$ cat config.mk
export PLATFORM = sky130hd
export DESIGN_NAME = i2c_ctl
export DESIGN_NICKNAME = d
export VERILOG_FILES = /design/src/rtl/i2c_ctl_pkg.sv /design/src/rtl/i2c_ctl_tick.sv /design/src/rtl/i2c_ctl_seq.sv /design/src/rtl/i2c_ctl.sv
export SDC_FILE = /design/constraint.sdc
export NUM_CORES = 1
export LEC_CHECK = 0
export ABC_AREA = 0
export BUFFER_PORTS_ARGS = -buffer_cell sky130_fd_sc_hd__buf_2
export CAP_MARGIN = 40
export CORE_ASPECT_RATIO = 1.25
export CORE_MARGIN = 2
export CORE_UTILIZATION = 40
export CTS_BUF_LIST = sky130_fd_sc_hd__clkbuf_8
export DETAILED_ROUTE_END_ITERATION = 10
export SYNTH_ARGS = -nofsm -noshare
export SYNTH_HDL_FRONTEND = slang
export SYNTH_HIERARCHICAL = 1
export SYNTH_SLANG_ARGS = --single-unit
$ cat constraint.sdc
create_clock -name clk -period 3.1 [get_ports clk]
set_input_delay 0.775 -clock clk [delete_from_list [all_inputs] [get_ports clk]]
set_output_delay 0.775 -clock clk [all_outputs]
set_load 0.05 [all_outputs]
$ cat src/rtl/i2c_ctl_pkg.sv
package i2c_ctl_pkg;
  localparam int PRE_W = 12;

  typedef enum logic [1:0] {
    OP_NONE  = 2'b00,
    OP_START = 2'b01,
    OP_STOP  = 2'b10,
    OP_XFER  = 2'b11
  } op_e;

  // quarter length minus one for each selector code
  function automatic logic [PRE_W-1:0] pre_limit(input logic [2:0] sel);
    logic [PRE_W-1:0] r;
    case (sel)
      3'd0:    r = 12'd1;
      3'd1:    r = 12'd3;
      3'd2:    r = 12'd7;
      3'd3:    r = 12'd63;
      3'd4:    r = 12'd127;
      3'd5:    r = 12'd1023;
      3'd6:    r = 12'd2047;
      default: r = 12'd4095;
    endcase
    return r;
  endfunction
endpackage

$ cat src/rtl/i2c_ctl_tick.sv
module i2c_ctl_tick
  import i2c_ctl_pkg::*;
#(
  parameter int CW = PRE_W
) (
  input  logic       clk,
  input  logic       rst,
  input  logic       load,
  input  logic       run,
  input  logic [2:0] sel,
  output logic       tick
);
  logic [CW-1:0] cnt;
  logic [CW-1:0] lim;

  always_ff @(posedge clk) begin
    if (rst) begin
      cnt <= '0;
      lim <= '0;
    end else begin
      if (load) lim <= CW'(pre_limit(sel));
      if (!run)            cnt <= '0;
      else if (cnt == lim) cnt <= '0;
      else                 cnt <= cnt + 1'b1;
    end
  end

  assign tick = run && (cnt == lim);

  AST_TICK_GAP: assert property (@(posedge clk) disable iff (rst)
    tick |=> !tick);
endmodule

$ cat src/rtl/i2c_ctl_seq.sv
module i2c_ctl_seq
  import i2c_ctl_pkg::*;
#(
  parameter int BITS = 8
) (
  input  logic            clk,
  input  logic            rst,
  input  logic            enable,
  input  logic            cmd_valid,
  input  logic [1:0]      cmd_op,
  input  logic [BITS-1:0] tx_byte,
  input  logic            ack_drive,
  input  logic            sda_in,
  input  logic            tick,
  output logic            accept,
  output logic            busy,
  output logic            scl_oe,
  output logic            sda_oe,
  output logic [BITS-1:0] rx_byte,
  output logic            ack_bit,
  output logic            irq
);
  localparam int BW = $clog2(BITS + 1);

  op_e             op_q;
  logic [1:0]      q;
  logic [BW-1:0]   bitn;
  logic [BITS-1:0] shreg;
  logic            ack_en_q;
  logic            ack_tmp;
  logic            last;

  assign accept = enable && !busy && cmd_valid && (cmd_op != OP_NONE);
  assign last   = (bitn == BW'(BITS));

  always_ff @(posedge clk) begin
    if (rst) begin
      busy     <= 1'b0;
      op_q     <= OP_NONE;
      q        <= '0;
      bitn     <= '0;
      shreg    <= '0;
      ack_en_q <= 1'b0;
      ack_tmp  <= 1'b0;
      scl_oe   <= 1'b0;
      sda_oe   <= 1'b0;
      rx_byte  <= '0;
      ack_bit  <= 1'b0;
      irq      <= 1'b0;
    end else if (!enable) begin
      busy   <= 1'b0;
      scl_oe <= 1'b0;
      sda_oe <= 1'b0;
      irq    <= 1'b0;
    end else if (!busy) begin
      irq <= !accept;
      if (accept) begin
        busy     <= 1'b1;
        op_q     <= op_e'(cmd_op);
        q        <= '0;
        bitn     <= '0;
        shreg    <= tx_byte;
        ack_en_q <= ack_drive;
      end
    end else if (tick) begin
      q <= q + 2'd1;
      case (op_q)
        OP_START: begin
          unique case (q)
            2'd0: sda_oe <= 1'b0;
            2'd1: scl_oe <= 1'b0;
            2'd2: sda_oe <= 1'b1;
            2'd3: begin
              scl_oe <= 1'b1;
              busy   <= 1'b0;
              irq    <= 1'b1;
            end
          endcase
        end
        OP_STOP: begin
          unique case (q)
            2'd0: sda_oe <= 1'b1;
            2'd1: scl_oe <= 1'b0;
            2'd2: sda_oe <= 1'b0;
            2'd3: begin
              busy <= 1'b0;
              irq  <= 1'b1;
            end
          endcase
        end
        default: begin
          unique case (q)
            2'd0: sda_oe <= last ? ack_en_q : ~shreg[BITS-1];
            2'd1: scl_oe <= 1'b0;
            2'd2: begin
              if (last) ack_tmp <= sda_in;
              else      shreg   <= {shreg[BITS-2:0], sda_in};
            end
            2'd3: begin
              scl_oe <= 1'b1;
              if (last) begin
                busy    <= 1'b0;
                irq     <= 1'b1;
                rx_byte <= shreg;
                ack_bit <= ack_tmp;
                bitn    <= '0;
              end else begin
                bitn <= bitn + 1'b1;
              end
            end
          endcase
        end
      endcase
    end
  end

  AST_DATA_SCL_LOW: assert property (@(posedge clk) disable iff (rst)
    (busy && op_q == OP_XFER && sda_oe != $past(sda_oe)) |-> $past(scl_oe));
  AST_ABORT_RELEASE: assert property (@(posedge clk) disable iff (rst)
    !enable |=> (!busy && !scl_oe && !sda_oe));
  AST_IRQ_IDLE: assert property (@(posedge clk) disable iff (rst)
    irq |-> !busy);
  AST_HOLD_CMD: assert property (@(posedge clk) disable iff (rst)
    (busy && $past(busy)) |-> $stable(op_q));
  AST_RX_AT_END: assert property (@(posedge clk) disable iff (rst)
    (rx_byte != $past(rx_byte) || ack_bit != $past(ack_bit)) |-> ($past(busy) && !busy));
endmodule

$ cat src/rtl/i2c_ctl.sv
module i2c_ctl
  import i2c_ctl_pkg::*;
#(
  parameter int DATA_W = 8
) (
  input  logic              clk,
  input  logic              rst,
  input  logic              enable,
  input  logic [2:0]        prescale_sel,
  input  logic              ack_drive,
  input  logic              cmd_valid,
  input  logic [1:0]        cmd_op,
  input  logic [DATA_W-1:0] tx_byte,
  input  logic              sda_in,
  output logic              scl_oe,
  output logic              sda_oe,
  output logic              busy,
  output logic [DATA_W-1:0] rx_byte,
  output logic              ack_bit,
  output logic              irq
);
  logic accept;
  logic tick;

  i2c_ctl_tick #(.CW(PRE_W)) u_tick (
    .clk  (clk),
    .rst  (rst),
    .load (accept),
    .run  (busy),
    .sel  (prescale_sel),
    .tick (tick)
  );

  i2c_ctl_seq #(.BITS(DATA_W)) u_seq (
    .clk       (clk),
    .rst       (rst),
    .enable    (enable),
    .cmd_valid (cmd_valid),
    .cmd_op    (cmd_op),
    .tx_byte   (tx_byte),
    .ack_drive (ack_drive),
    .sda_in    (sda_in),
    .tick      (tick),
    .accept    (accept),
    .busy      (busy),
    .scl_oe    (scl_oe),
    .sda_oe    (sda_oe),
    .rx_byte   (rx_byte),
    .ack_bit   (ack_bit),
    .irq       (irq)
  );
endmodule

# Word-level counts from Yosys, hierarchy flattened
# Index checks and enable logic that the tools add are counted.
dict set report op_classes {
  n_bitwise 4
  addsub 3
  muxes 37
  eq_ne 22
  n_lt_le_gt_ge 0
  n_reduce_logical 24
  div_mod_pow 0
  n_shift 0
  mul 0
}
# op count
set ops {}
lappend ops {{$pmux 12 s7} 1}
lappend ops {{$mux 8} 6}
lappend ops {{$mux 4} 6}
lappend ops {{$reduce_and 6->1} 3}
lappend ops {{$mux 1} 17}
lappend ops {{$add 12x1->12 const B} 1}
lappend ops {{$eq 12x12->1} 1}
lappend ops {{$ne 2x2->1 const B} 6}
lappend ops {{$reduce_and 5->1} 2}
lappend ops {{$eq 3x3->1 const B} 3}
lappend ops {{$ne 3x3->1 const B} 3}
lappend ops {{$reduce_and 3->1} 3}
lappend ops {{$pmux 1 s2} 4}
lappend ops {{$eq 2x2->1 const B} 3}
lappend ops {{$eq 3x2->1 const B} 2}
lappend ops {{$mux 2} 3}
lappend ops {{$reduce_bool 2->1} 3}
lappend ops {{$add 4x1->4 const B} 1}
lappend ops {{$eq 2x1->1 const B} 2}
lappend ops {{$eq 4x4->1 const B} 1}
lappend ops {{$logic_and 1x1->1} 4}
lappend ops {{$not 1->1} 4}
lappend ops {{$reduce_and 4->1} 1}
lappend ops {{$reduce_or 2->1} 2}
lappend ops {{other kinds (7)} 8}
dict set report word_totals {
  n_memories 0
  latchBits 0
  wordCells 104
  inputBits 19
  mem_bits_rw 0
  register_bits 55
  rom_bits 0
}

# Depth between registers and ports, before layout
# Gate-level depths: netlist of run 1.
dict set report logic_depth {
  depth_word 6
  depth_mapped 8
}

# Hierarchy
# The synthesis of run 1 kept the hierarchy.
# module area_per_inst_um2 n_inst seq_area_each_um2 cells_per_inst
set by_module_without_submodules {}
lappend by_module_without_submodules {i2c_ctl_seq 1729.2 1 620.6 183}
lappend by_module_without_submodules {i2c_ctl_tick 909.6 1 400.4 105}

# Worst setup path after synthesis of run 1
# OpenSTA, ideal clock, no wires.
dict set report synth_path {
  path_kind {flip-flop to flip-flop}
  startpoint {reg u_seq.busy}
  endpoint {reg u_seq.rx_byte[2]}
  stages_incl_launch_ff 8
  slack_ns 0.769
  synth_period_minus_slack_ns 2.331
  path_buffers 1
  arrival_time_ns 2.203
  cell_sequence {dfxtp_1 inv_1 nor4_1 and3_2 nand4_2 buf_6 mux2i_1 nor2_1}
}
dict set report synth_via {
  elab_chain_cells 2
}
# element line_no
set synth_rtl {}
lappend synth_rtl {{from (decl)} i2c_ctl_seq.sv:16} ;# output logic busy,
lappend synth_rtl {{from (signal assigned)} i2c_ctl_seq.sv:38} ;# busy <= 1'b0;
lappend synth_rtl {{from (signal assigned)} i2c_ctl_seq.sv:51} ;# busy <= 1'b0;
lappend synth_rtl {{from (signal assigned)} i2c_ctl_seq.sv:58} ;# busy <= 1'b1;
lappend synth_rtl {{$logic_and 1x1->1} i2c_ctl_tick.sv:28} ;# assign tick = run && (cnt == lim);
lappend synth_rtl {{named net tick} i2c_ctl.sv:23} ;# logic tick;
lappend synth_rtl {{$reduce_and 6->1 (no source line)} -}
lappend synth_rtl {{to (signal assigned)} i2c_ctl_seq.sv:104} ;# rx_byte <= shreg;
lappend synth_rtl {{to (decl)} i2c_ctl_seq.sv:19} ;# output logic [BITS-1:0] rx_byte,
# The timed path passes the listed nets, and every way through them passes these cells.
# A chain may end at the register's enable or synchronous reset.

# Final worst setup path of run 1
dict set report layout_path {
  startpoint {reg u_tick.cnt[2]}
  endpoint {reg u_seq.rx_byte[0]}
}
dict set report layout_via {
  elab_chain_cells 3
}
# element line_no
set layout_rtl {}
lappend layout_rtl {{from (decl)} i2c_ctl_tick.sv:13} ;# logic [CW-1:0] cnt;
lappend layout_rtl {{from (signal assigned)} i2c_ctl_tick.sv:24} ;# else cnt <= cnt + 1'b1;
lappend layout_rtl {{$eq 12x12->1} i2c_ctl_tick.sv:28}
lappend layout_rtl {{$logic_and 1x1->1} i2c_ctl_tick.sv:28}
lappend layout_rtl {{named net tick} i2c_ctl.sv:23}
lappend layout_rtl {{$reduce_and 6->1 (no source line)} -}
# The timed path passes the listed nets, and every way through them passes these cells.

==> metrics.txt, run 1 <==
outcome=complete, no violations; Logic pwr share=between 10% and 20%; worst-path fanout max=9; die width=about 77 um; Hold Crit Class=reg2reg; routability cong.=0.7591; TritonCTS clock tree=built; GRT overflow=0; dominant synthesized flop cell=dfxtp_1; Via-to-Cell Ratio=5.188; fraction of layout cells with a size suffix above 1=about a fifth; Sw Share=between 20% and 30%; Iteration-0 DRC Markers=67; initial antenna violation count=0; CP peak stage delay=approximately 0.42 ns; mapped cell area=between 2000 and 3000 um2; register area share after synthesis=38.69%; GRT Total Usage=15.61%; HPWL after DPL=3.963 mm; Lkg Pwr=approximately 1.2 nW; # setup viols final=0; largest net degree at the start of global routing=28; max-slew violations=0; Seq pwr share=a little under three fifths; die height=approximately 95 um; P_int=0.9090 mW; Worst path top cell family by delay=simple AND/OR/NAND/NOR gates; Period minus WS final=2.262 ns; vias in the first global route=about 2000; Fin. Hold Viols=0; Row Count=33; Clock Skews=between 0.01 and 0.015 ns; Non-Filler Instances=405; Multi-input gate area=about 1500 um2; async set-reset flop share out of synthesis=0%; CP endpoint kind=register; Synth Register Bits=51; CTS Hold Bufs=0; Reg area=around 1000 um2; Mapped Nets=between 300 and 400; Critical Path RT=around 3.3 ns; root buffer cell=clkbuf_8; Syn Inst Count=roughly 290; antenna viol nets, final=0; Ys Warns=6; Area growth syn-to-layout=11.14%; core footprint=approximately 6500 um2; crit path kind=reg2reg; Arrival @ worst endpoint=about 2.4 ns; Switch Pwr=between 0.3 and 0.4 mW; H-tree levels=2; CTS resizes=0; number of port buffers=31; first-pass detailed-route iteration total=4; clk sink count=51; Post-CTS Repair Setup Buffers=0; WP buf/inv=1; worst skew pair latency=a little over 0.3 ns; crit-path cells=xnor2_1 > nand4_1 > nor4_1 > buf_4 > and3_2 > nand4_2 > mux2i_1 > nor2_1; CTS Buffer Depth=2; drt total wl=5.479 mm; # DRC=0; P per Cell Area=418.1 nW/um2; Tcrit/Tclk final=about 73%; dpl ws=between 0.8 and 0.9 ns; clock transition at the registers of the reported paths=approximately 0.10 ns; die area=7267 um2; Critical Path Slowest Stage Cell=dfxtp_1; CTS buffer count=5; global-route wire length before repair=a little over 9 mm; Clk pwr share=about a third; syn_area_per_cell=9.162 um2; EDFF count, synth=0; Max-cap violations=0; dpl cells=397; Vias=roughly 2100; synth unique cells=between 50 and 60; n_diodes=0; nets=347; initial cell density of the core=40.71%; per-cell routed wire length=13.53 um; fill count=649; Worst Max-Slew Pin Slew=between 0.8 and 0.9 ns; I/O Pins=32; FMAX=442.1 MHz; relative slew slack=between 40% and 50%; RSZ-0062 raised after global routing=false; setup ws final=~0.84 ns; setup TNS=0 ns; Startpoint Class=register; worst vdd ir=approximately 0.00019 V
[per-layer routing]
layer,global-route usage (%),routed length (um),up-vias
li1,-,-,1069
met1,18.30,2472,986
met5,0,0,-
met2,28.39,2753,41
met4,4.697,56,0
met3,3.633,196,5
[cells in the final DEF (no fill, tap or decap), types with 7 or more instances in the layout]
cell type / count
nor2_1: 42
mux2i_1: 17
nand2_1: 12
dfxtp_1: 51
a21oi_1: 8
nor3_1: 17
nor4_1: 9
nand3_1: 7
a31oi_1: 8
xnor2_1: 17
nand4_1: 7
buf_2: 31
ha_1: 11
mux2_2: 8
inv_1: 16
[stage by stage]
stage               utilization, %  power, mW  hold WS (ns)  cell area [um2]
floorplan                        -     0.8053        0.4452             2639
global placement             43.78     0.8407        0.4390             2838
detailed placement           43.78     0.8416        0.4437             2838
CTS                          45.24      1.248        0.4579             2933
global route                 45.24      1.285        0.4791             2933
finish                       45.24      1.226        0.4518             2933
[flip-flops by register name, indices dropped and copies added, names as in the netlist, 2 cells and up]
signal	count
u_seq/op_q	2
u_seq/shreg	8
u_seq/rx_byte	8
u_tick/lim	8
u_tick/cnt	12
u_seq/bitn	4
u_seq/q	2
[path summary, 6_finish.rpt]
check / end / cells after the start / startpoint / slack, ns
setup reg to reg: u_seq/rx_byte[0] / 8 / u_tick/cnt[2] / 0.84
hold / removal: u_seq/sda_oe / 2 / u_seq/sda_oe / 0.45
setup / recovery: u_seq/rx_byte[0] / 8 / u_tick/cnt[2] / 0.84
hold reg to reg: u_seq/sda_oe / 2 / u_seq/sda_oe / 0.45
[area by class of cell]
type | instances | area share (%)
clock buffers | 6 | 2.816
clock inverters | 2 | 0.4266
flip-flops and latches | 51 | 34.81
repair buffers | 34 | 6.058
well taps | 87 | 3.712
multi-input cells | 209 | 50.13
inverters | 16 | 2.048
[cells in the mapped netlist (5+ instances only)]
cell type  instances  area, um2
mux2i_1           17      170.2
dfxtp_1           51       1021
a31oi_1            8      50.05
buf_6              5      56.30
nand2b_1           6      37.54
ha_1              11      137.6
xnor2_1           17      148.9
nor2_1            42      157.7
inv_1             15      56.30
nor3_1            17      85.08
nand3_1            7      35.03
mux2_2             8      90.09
a21oi_1            8      40.04
nand4_1            7      43.79
nor4_1             9      56.30
nand2_1           12      45.04
[power by group through the flow]
stage	combinational (mW)	sequential (mW)	clock, mW
after floorplan	0.103	0.702	0
after global placement	0.140	0.701	0
after detailed placement	0.140	0.702	0
after CTS	0.141	0.686	0.421
after global routing	0.154	0.688	0.443
final	0.140	0.686	0.400
[cell families (layout without fill, tap and decap cells)]
group                      count (synthesis)  count (layout)  share of synthesized area [%]
and+or+nand+nor                          117             117                          23.04
DFF                                       51              51                          38.69
AOI/OAI and AO/OA                         38              38                          11.62
buffers and inverters                     28              58                          5.594
muxes                                     25              25                          9.863
xor gates and xnor gates                  18              18                          5.974
adders and majority gates                 11              11                          5.216
[tightest hold or removal path, stage by stage (launching register included)]
cell	delay, ns
dfxtp_1	0.32
nand2_1	0.05
a21oi_1	0.05
Power figures use the tool's default switching activity.
==> run 2: changes to the inputs <==
--- a/config.mk
+++ b/config.mk
@@ -5,7 +5,7 @@
 export SDC_FILE = /design/constraint.sdc
 export NUM_CORES = 1
 export LEC_CHECK = 0
-export ABC_AREA = 0
+export ABC_AREA = 1
 export BUFFER_PORTS_ARGS = -buffer_cell sky130_fd_sc_hd__buf_2
 export CAP_MARGIN = 40
 export CORE_ASPECT_RATIO = 1.25
==> constraint.sdc (replaced) <==
create_clock -name clk -period 2.3 [get_ports clk]
set_input_delay 0.575 -clock clk [delete_from_list [all_inputs] [get_ports clk]]
set_output_delay 0.575 -clock clk [all_outputs]
set_load 0.05 [all_outputs]
==> run 2 against run 1 <==
Compared with the run above: power up 36%; setup slack worse by 0.49 ns; first-iteration DRC count is 13% lower; synthesized cell count increased by 35%.
==> metrics.txt, run 2 <==
Largest register FFs=12 (unchanged); Tot Pwr=1.672 mW (was 1.226 mW); die area=7618 um2 (was 7267 um2); die width=78.47 um (was 76.65 um); Synth Register Bits=51 (unchanged); most frequent cells in the layout=nand2_1 (89), nor2_1 (62), inv_1 (56), dfxtp_1 (51), buf_2 (31) (was dfxtp_1 (51), nor2_1 (42), buf_2 (31)); synth unique cells=32 (was 51); Vias=2369 (was 2101); Via-to-Cell Ratio=4.645 (was 5.188); Clock Skews=0.003663 ns (was 0.01249 ns); Post-CTS Repair Setup Buffers=0 (unchanged); CP endpoint kind=register (unchanged); Tcrit/Tclk final=85.05% (was 72.97%); clock transition at the registers of the reported paths=0.09 ns (was 0.10 ns); root buffer cell=clkbuf_8 (unchanged); FMAX=511.2 MHz (was 442.1 MHz); Ys Warns=6 (unchanged); EDFF count, synth=0 (unchanged); Mapped Nets=418 (was 318); dominant synthesized flop cell=dfxtp_1 (unchanged); most numerous cell in the Yosys netlist=nand2_1 (was dfxtp_1); initial cell density of the core=41.71% (was 40.71%); Area contributors post-synth=dfxtp_1 (37%), nand2_1 (12%), nor2_1 (8.4%) (was dfxtp_1 (39%), mux2i_1 (6.4%), nor2_1 (6.0%)); vias in the first global route=2214 (was 1959); Arrival @ worst endpoint=2.20 ns (was 2.43 ns); number of port buffers=31 (unchanged); Hold Crit Class=reg2reg (unchanged); WP buf/inv=2 (was 1); per-cell routed wire length=11.14 um (was 13.53 um); Row Count=33 (unchanged); crit path kind=reg2reg (unchanged); Fin. Hold Viols=0 (unchanged); CP peak stage delay=0.40 ns (was 0.42 ns); n_diodes=0 (unchanged); drt total wl=5.683 mm (was 5.479 mm); first-pass detailed-route iteration total=4 (unchanged); initial antenna violation count=0 (unchanged); Critical Path Slowest Stage Cell=dfxtp_1 (unchanged); commonest non-fill, non-tap cell in the layout=nand2_1 (was dfxtp_1); clk sink count=51 (unchanged); Area growth syn-to-layout=11.96% (was 11.14%); HPWL after DPL=4.433 mm (was 3.963 mm); GRT overflow=0 (unchanged); Worst path top cell family by delay=simple AND/OR/NAND/NOR gates (unchanged); worst vdd ir=0.0002235 V (was 0.0001879 V); syn_area_per_cell=7.146 um2 (was 9.162 um2); CTS Buffer Depth=2 (unchanged); register area share after synthesis=36.82% (was 38.69%); TritonCTS clock tree=built (unchanged); # DRC=0 (unchanged); Max-cap violations=0 (unchanged); fin util=46.70% (was 45.24%); nets=452 (was 347); Syn Inst Count=388 (was 288); RSZ-0062 raised after global routing=false (unchanged); CTS resizes=0 (unchanged); outcome=complete, no violations (unchanged); fraction of layout cells with a size suffix above 1=16.55% (was 20.75%); setup TNS=0 ns (unchanged); Worst Max-Slew Pin Slew=0.4916 ns (was 0.8372 ns); Period minus WS final=1.956 ns (was 2.262 ns); I/O Pins=32 (unchanged); die height=97.09 um (was 94.81 um); Iteration-0 DRC Markers=58 (was 67); Lkg Pwr=1.362 nW (was 1.182 nW); WHS=0.4455 ns (was 0.4518 ns); routability cong.=0.7766 (was 0.7591); CTS Hold Bufs=0 (unchanged); CTS buffer count=5 (unchanged); Critical Path RT=2.54 ns (was 3.27 ns); top cell type's share of synthesized area=36.82% (was 38.69%); largest net degree at the start of global routing=20 (was 28); largest register by flop count=u_tick/cnt (unchanged); GRT Total Usage=16.39% (was 15.61%); max-slew violations=0 (unchanged); Yosys top cell by area=dfxtp_1 (unchanged); H-tree levels=2 (unchanged); antenna viol nets, final=0 (unchanged); async set-reset flop share out of synthesis=0% (unchanged); P per Cell Area=538.5 nW/um2 (was 418.1 nW/um2); relative slew slack=67.19% (was 44.09%); crit-path cells=nand2_1 > nand2_1 > o21ai_1 > nor2_1 > nand3_2 > nor2_1 > buf_4 > nor2_2 > nor2_4 > nand3_4 > nand2_1 > inv_1 > nor2_1 (was xnor2_1 > nand4_1 > nor4_1 > buf_4 > and3_2 > nand4_2 > mux2i_1 > nor2_1); core footprint=6648 um2 (was 6482 um2); worst-path fanout max=10 (was 9); commonest cells in the netlist=nand2_1 (89), nor2_1 (62), inv_1 (56) (was dfxtp_1 (51), nor2_1 (42), mux2i_1 (17), nor3_1 (17), xnor2_1 (17)); dpl cells=502 (was 397); # setup viols final=0 (unchanged); mapped cell area=2773 um2 (was 2639 um2); Non-Filler Instances=510 (was 405); worst skew pair latency=0.30 ns (was 0.31 ns); global-route wire length before repair=10.16 mm (was 9.170 mm); Startpoint Class=register (unchanged)
run 2: cell count changes in the layout (fill, tap and decap cells not counted), sizes merged, moves of 9 or more:
cell,delta
nor4,-9
mux2i,-17
nor3,-14
o21ai,+19
a21oi,+12
nor2,+27
nand2,+82
inv,+43
run 2: tightest hold or removal path: stages (launching register included):
cell and delay (ns):
dfxtp_1 0.32, inv_1 0.04, a21oi_1 0.05
run 2: cells by family after synthesis:
kind of cell / synth area share [%]
flip-flops: 36.82
AND/OR/NAND/NOR: 32.45
XOR/XNOR: 4.422
adder cells (fa/ha/maj): 4.964
AO/OA/AOI/OAI: 10.83
buffers and inverters: 10.51
run 2: final cells by class:
cell class	count	area (um2)
Sequential cell	51	1021
Tap cell	87	108.9
Inverter	60	237.7
Timing Repair Buffer	34	177.7
Clock inverter	2	16.27
Clock buffer	6	82.58
Fill cell	693	3543
Multi-Input combinational cell	270	1460
run 2: final timing paths:
kind | from | end | slack [ns] | cells after the start
setup reg to reg | u_tick/cnt[5] | u_seq/shreg[1] | 0.34 | 13
setup / recovery | u_tick/cnt[5] | u_seq/shreg[1] | 0.34 | 13
hold / removal | u_seq/scl_oe | u_seq/scl_oe | 0.45 | 2
hold reg to reg | u_seq/scl_oe | u_seq/scl_oe | 0.45 | 2
run 2: through the flow:
stage                     worst slack, ns  area [um2]
after floorplan                    0.5456        2773
after global placement             0.3992        3005
after detailed placement           0.3775        3005
final                              0.3439        3104
after global routing              0.05656        3104
after CTS                          0.3200        3104
run 2: power breakdown:
group | switching (mW) | total [mW] | leakage [nW] | internal [mW]
Combinational | 0.129 | 0.203 | 0.901 | 0.0737
Clock | 0.300 | 0.546 | 0.0474 | 0.246
Sequential | 0.0168 | 0.922 | 0.413 | 0.906
Total | 0.446 | 1.67 | 1.36 | 1.23
run 2: metal layers:
| metal | track usage (%) | share of wire (%) |
|---|---|---|
| met4 | 5.668 | 1.7 |
| met3 | 2.695 | 2.4 |
| met1 | 20.39 | 46 |
| met5 | 0 | 0 |
| met2 | 28.38 | 50 |
==> run 3: changes to the inputs <==
--- a/config.mk
+++ b/config.mk
@@ -5,11 +5,9 @@
 export SDC_FILE = /design/constraint.sdc
 export NUM_CORES = 1
 export LEC_CHECK = 0
-export ABC_AREA = 1
 export BUFFER_PORTS_ARGS = -buffer_cell sky130_fd_sc_hd__buf_2
 export CAP_MARGIN = 40
 export CORE_ASPECT_RATIO = 1.25
-export CORE_MARGIN = 2
 export CORE_UTILIZATION = 40
 export CTS_BUF_LIST = sky130_fd_sc_hd__clkbuf_8
 export DETAILED_ROUTE_END_ITERATION = 10
==> run 3 against run 2 <==
Compared with the run above: count of clock-buffer cells in the layout unchanged; setup slack got worse by 0.080 ns; non-clock buffer count increased by 4; die area decreased by 9.1%; maximum frequency decreased by 3.9%; sequential share of layout area increased by 1.2 points; largest power group unchanged.
==> metrics.txt, run 3 (synthesis gave the netlist of run 1 again) <==
routability cong.=0.7698 (was 0.7766); fin area=2998 um2 (was 3104 um2); Hold Crit Class=reg2reg (unchanged); dpl ws=0.1327 ns (was 0.3775 ns); Non-Filler Instances=407 (was 510); # setup viols final=0 (unchanged); WHS=0.4571 ns (was 0.4455 ns); antenna viol nets, final=0 (unchanged); clock transition at the registers of the reported paths=0.10 ns (was 0.09 ns); crit-path cells=xnor2_1 > nand4_1 > nor4_2 > buf_4 > nand2_1 > o21ai_4 > a31oi_1 > nor3_1 (was nand2_1 > nand2_1 > o21ai_1 > nor2_1 > nand3_2 > nor2_1 > buf_4 > nor2_2 > nor2_4 > nand3_4 > nand2_1 > inv_1 > nor2_1); global-route wire length before repair=9.370 mm (was 10.16 mm); TritonCTS clock tree=built (unchanged); GRT overflow=0 (unchanged); largest register by flop count=u_tick/cnt (unchanged); Switch Pwr=0.4347 mW (was 0.4464 mW); worst-path fanout max=8 (was 10); Sw Share=24.51% (was 26.70%); first-pass detailed-route iteration total=4 (unchanged); I/O Pins=32 (unchanged); P_int=1.339 mW (was 1.225 mW); WP buf/inv=1 (was 2); Cells on Worst Hold Path=2 (unchanged); n_diodes=0 (unchanged); DP Area=2872 um2 (was 3005 um2); Vias=2110 (was 2369); CP peak stage delay=0.42 ns (was 0.40 ns); GRT Total Usage=17.48% (was 16.39%); core footprint=6286 um2 (was 6648 um2); # DRC=0 (unchanged); Critical Path Stages=8 (was 13); Row Count=32 (was 33); H-tree levels=2 (unchanged); die area=6928 um2 (was 7618 um2); Critical Path RT=2.53 ns (was 2.54 ns); Clock Skews=0.01090 ns (was 0.003663 ns); setup TNS=0 ns (unchanged); nets=351 (was 452); drt total wl=5.575 mm (was 5.683 mm); per-cell routed wire length=13.70 um (was 11.14 um); vias in the first global route=2033 (was 2214); HPWL after DPL=4.143 mm (was 4.433 mm); Clk pwr share=36.8% (was 32.7%); Worst path top cell family by delay=simple AND/OR/NAND/NOR gates (unchanged); initial antenna violation count=0 (unchanged); initial cell density of the core=41.98% (was 41.71%); dpl cells=399 (was 502); max-slew violations=0 (unchanged); Max-cap violations=0 (unchanged); die height=92.81 um (was 97.09 um); largest net degree at the start of global routing=20 (unchanged); Area growth syn-to-layout=13.61% (was 11.96%); Via-to-Cell Ratio=5.184 (was 4.645); Arrival @ worst endpoint=2.26 ns (was 2.20 ns); Logic pwr share=11.0% (was 12.1%); relative slew slack=66.64% (was 67.19%); setup ws final=0.2637 ns (was 0.3439 ns); Fin. Hold Viols=0 (unchanged); worst skew pair latency=0.30 ns (about the same); fraction of layout cells with a size suffix above 1=22.36% (was 16.55%); P per Cell Area=591.6 nW/um2 (was 538.5 nW/um2); outcome=complete, no violations (unchanged); Iteration-0 DRC Markers=84 (was 58); crit path kind=reg2reg (unchanged); RSZ-0062 raised after global routing=false (unchanged); Period minus WS final=2.036 ns (was 1.956 ns); Seq pwr share=52.2% (was 55.2%); FMAX=491.1 MHz (was 511.2 MHz); number of port buffers=31 (unchanged); CTS Buffer Depth=2 (unchanged); clk sink count=51 (unchanged); Worst Max-Slew Pin Slew=0.4988 ns (was 0.4916 ns); CP endpoint kind=register (unchanged); Startpoint Class=register (unchanged); Tcrit/Tclk final=88.54% (was 85.05%); Lkg Pwr=1.202 nW (was 1.362 nW); CTS buffer count=5 (unchanged); r2r worst-path depth=8 (was 13); Critical Path Slowest Stage Cell=dfxtp_1 (unchanged); commonest non-fill, non-tap cell in the layout=dfxtp_1 (was nand2_1); most frequent cells in the layout=dfxtp_1 (51), nor2_1 (42), buf_2 (31) (was nand2_1 (89), nor2_1 (62), inv_1 (56), dfxtp_1 (51), buf_2 (31)); die width=74.65 um (was 78.47 um); Largest register FFs=12 (unchanged); fill count=643 (was 693); worst vdd ir=0.0003155 V (was 0.0002235 V); root buffer cell=clkbuf_8 (unchanged)
run 3: worst register-to-register path, stage by stage, from the launching register on:
cell and delay [ns]:
dfxtp_1 0.42, xnor2_1 0.14, nand4_1 0.16, nor4_2 0.35, buf_4 0.21, nand2_1 0.09, o21ai_4 0.27, a31oi_1 0.13
nor3_1 0.21
run 3: final timing paths:
check,slack (ns),start,end
worst min register to register,0.46,u_seq/sda_oe,u_seq/sda_oe
worst min-delay path,0.46,u_seq/sda_oe,u_seq/sda_oe
worst max register to register,0.26,u_tick/cnt[2],u_seq/shreg[5]
worst max-delay path,0.26,u_tick/cnt[2],u_seq/shreg[5]
run 3: power by group through the flow:
stage / logic, mW / clock network, mW / registers [mW]
after floorplan: 0.141 / 0 / 0.946
after global routing: 0.215 / 0.712 / 0.929
after detailed placement: 0.194 / 0 / 0.947
after CTS: 0.195 / 0.671 / 0.926
after global placement: 0.193 / 0 / 0.946
final: 0.195 / 0.653 / 0.926
run 3: what timing repair did:
item                                   CTS  global route
hold buffers                             0             0
buffers inserted                         0             0
endpoints found under the hold margin    0             0
gates resized for setup                  0             1
setup endpoints to repair                0             7
run 3: final cells by class:
cell class,instances,area (um2),share of cell area (%)
Inverter,16,60.06,2.003
Clock inverter,2,35.03,1.169
Multi-Input combinational cell,209,1485,49.54
Clock buffer,6,82.58,2.755
Sequential cell,51,1021,34.06
Tap cell,85,106.4,3.548
Timing Repair Buffer,38,207.7,6.928
run 3: routing by layer:
metal	wire, um	GRT usage (%)	vias up
li1	-	-	1079
met1	2469	20.30	989
met2	2906	31.53	36
met3	142	3.264	6
met4	57	5.189	0
met5	0	0	-
run 3: per-stage QoR:
stage          utilization [%]  power, mW
6_report                 47.69      1.774
5_1_grt                  47.69      1.857
4_1_cts                  47.55      1.792
3_5_place_dp             45.68      1.141
3_3_place_gp             45.68      1.139
2_1_floorplan                -      1.087
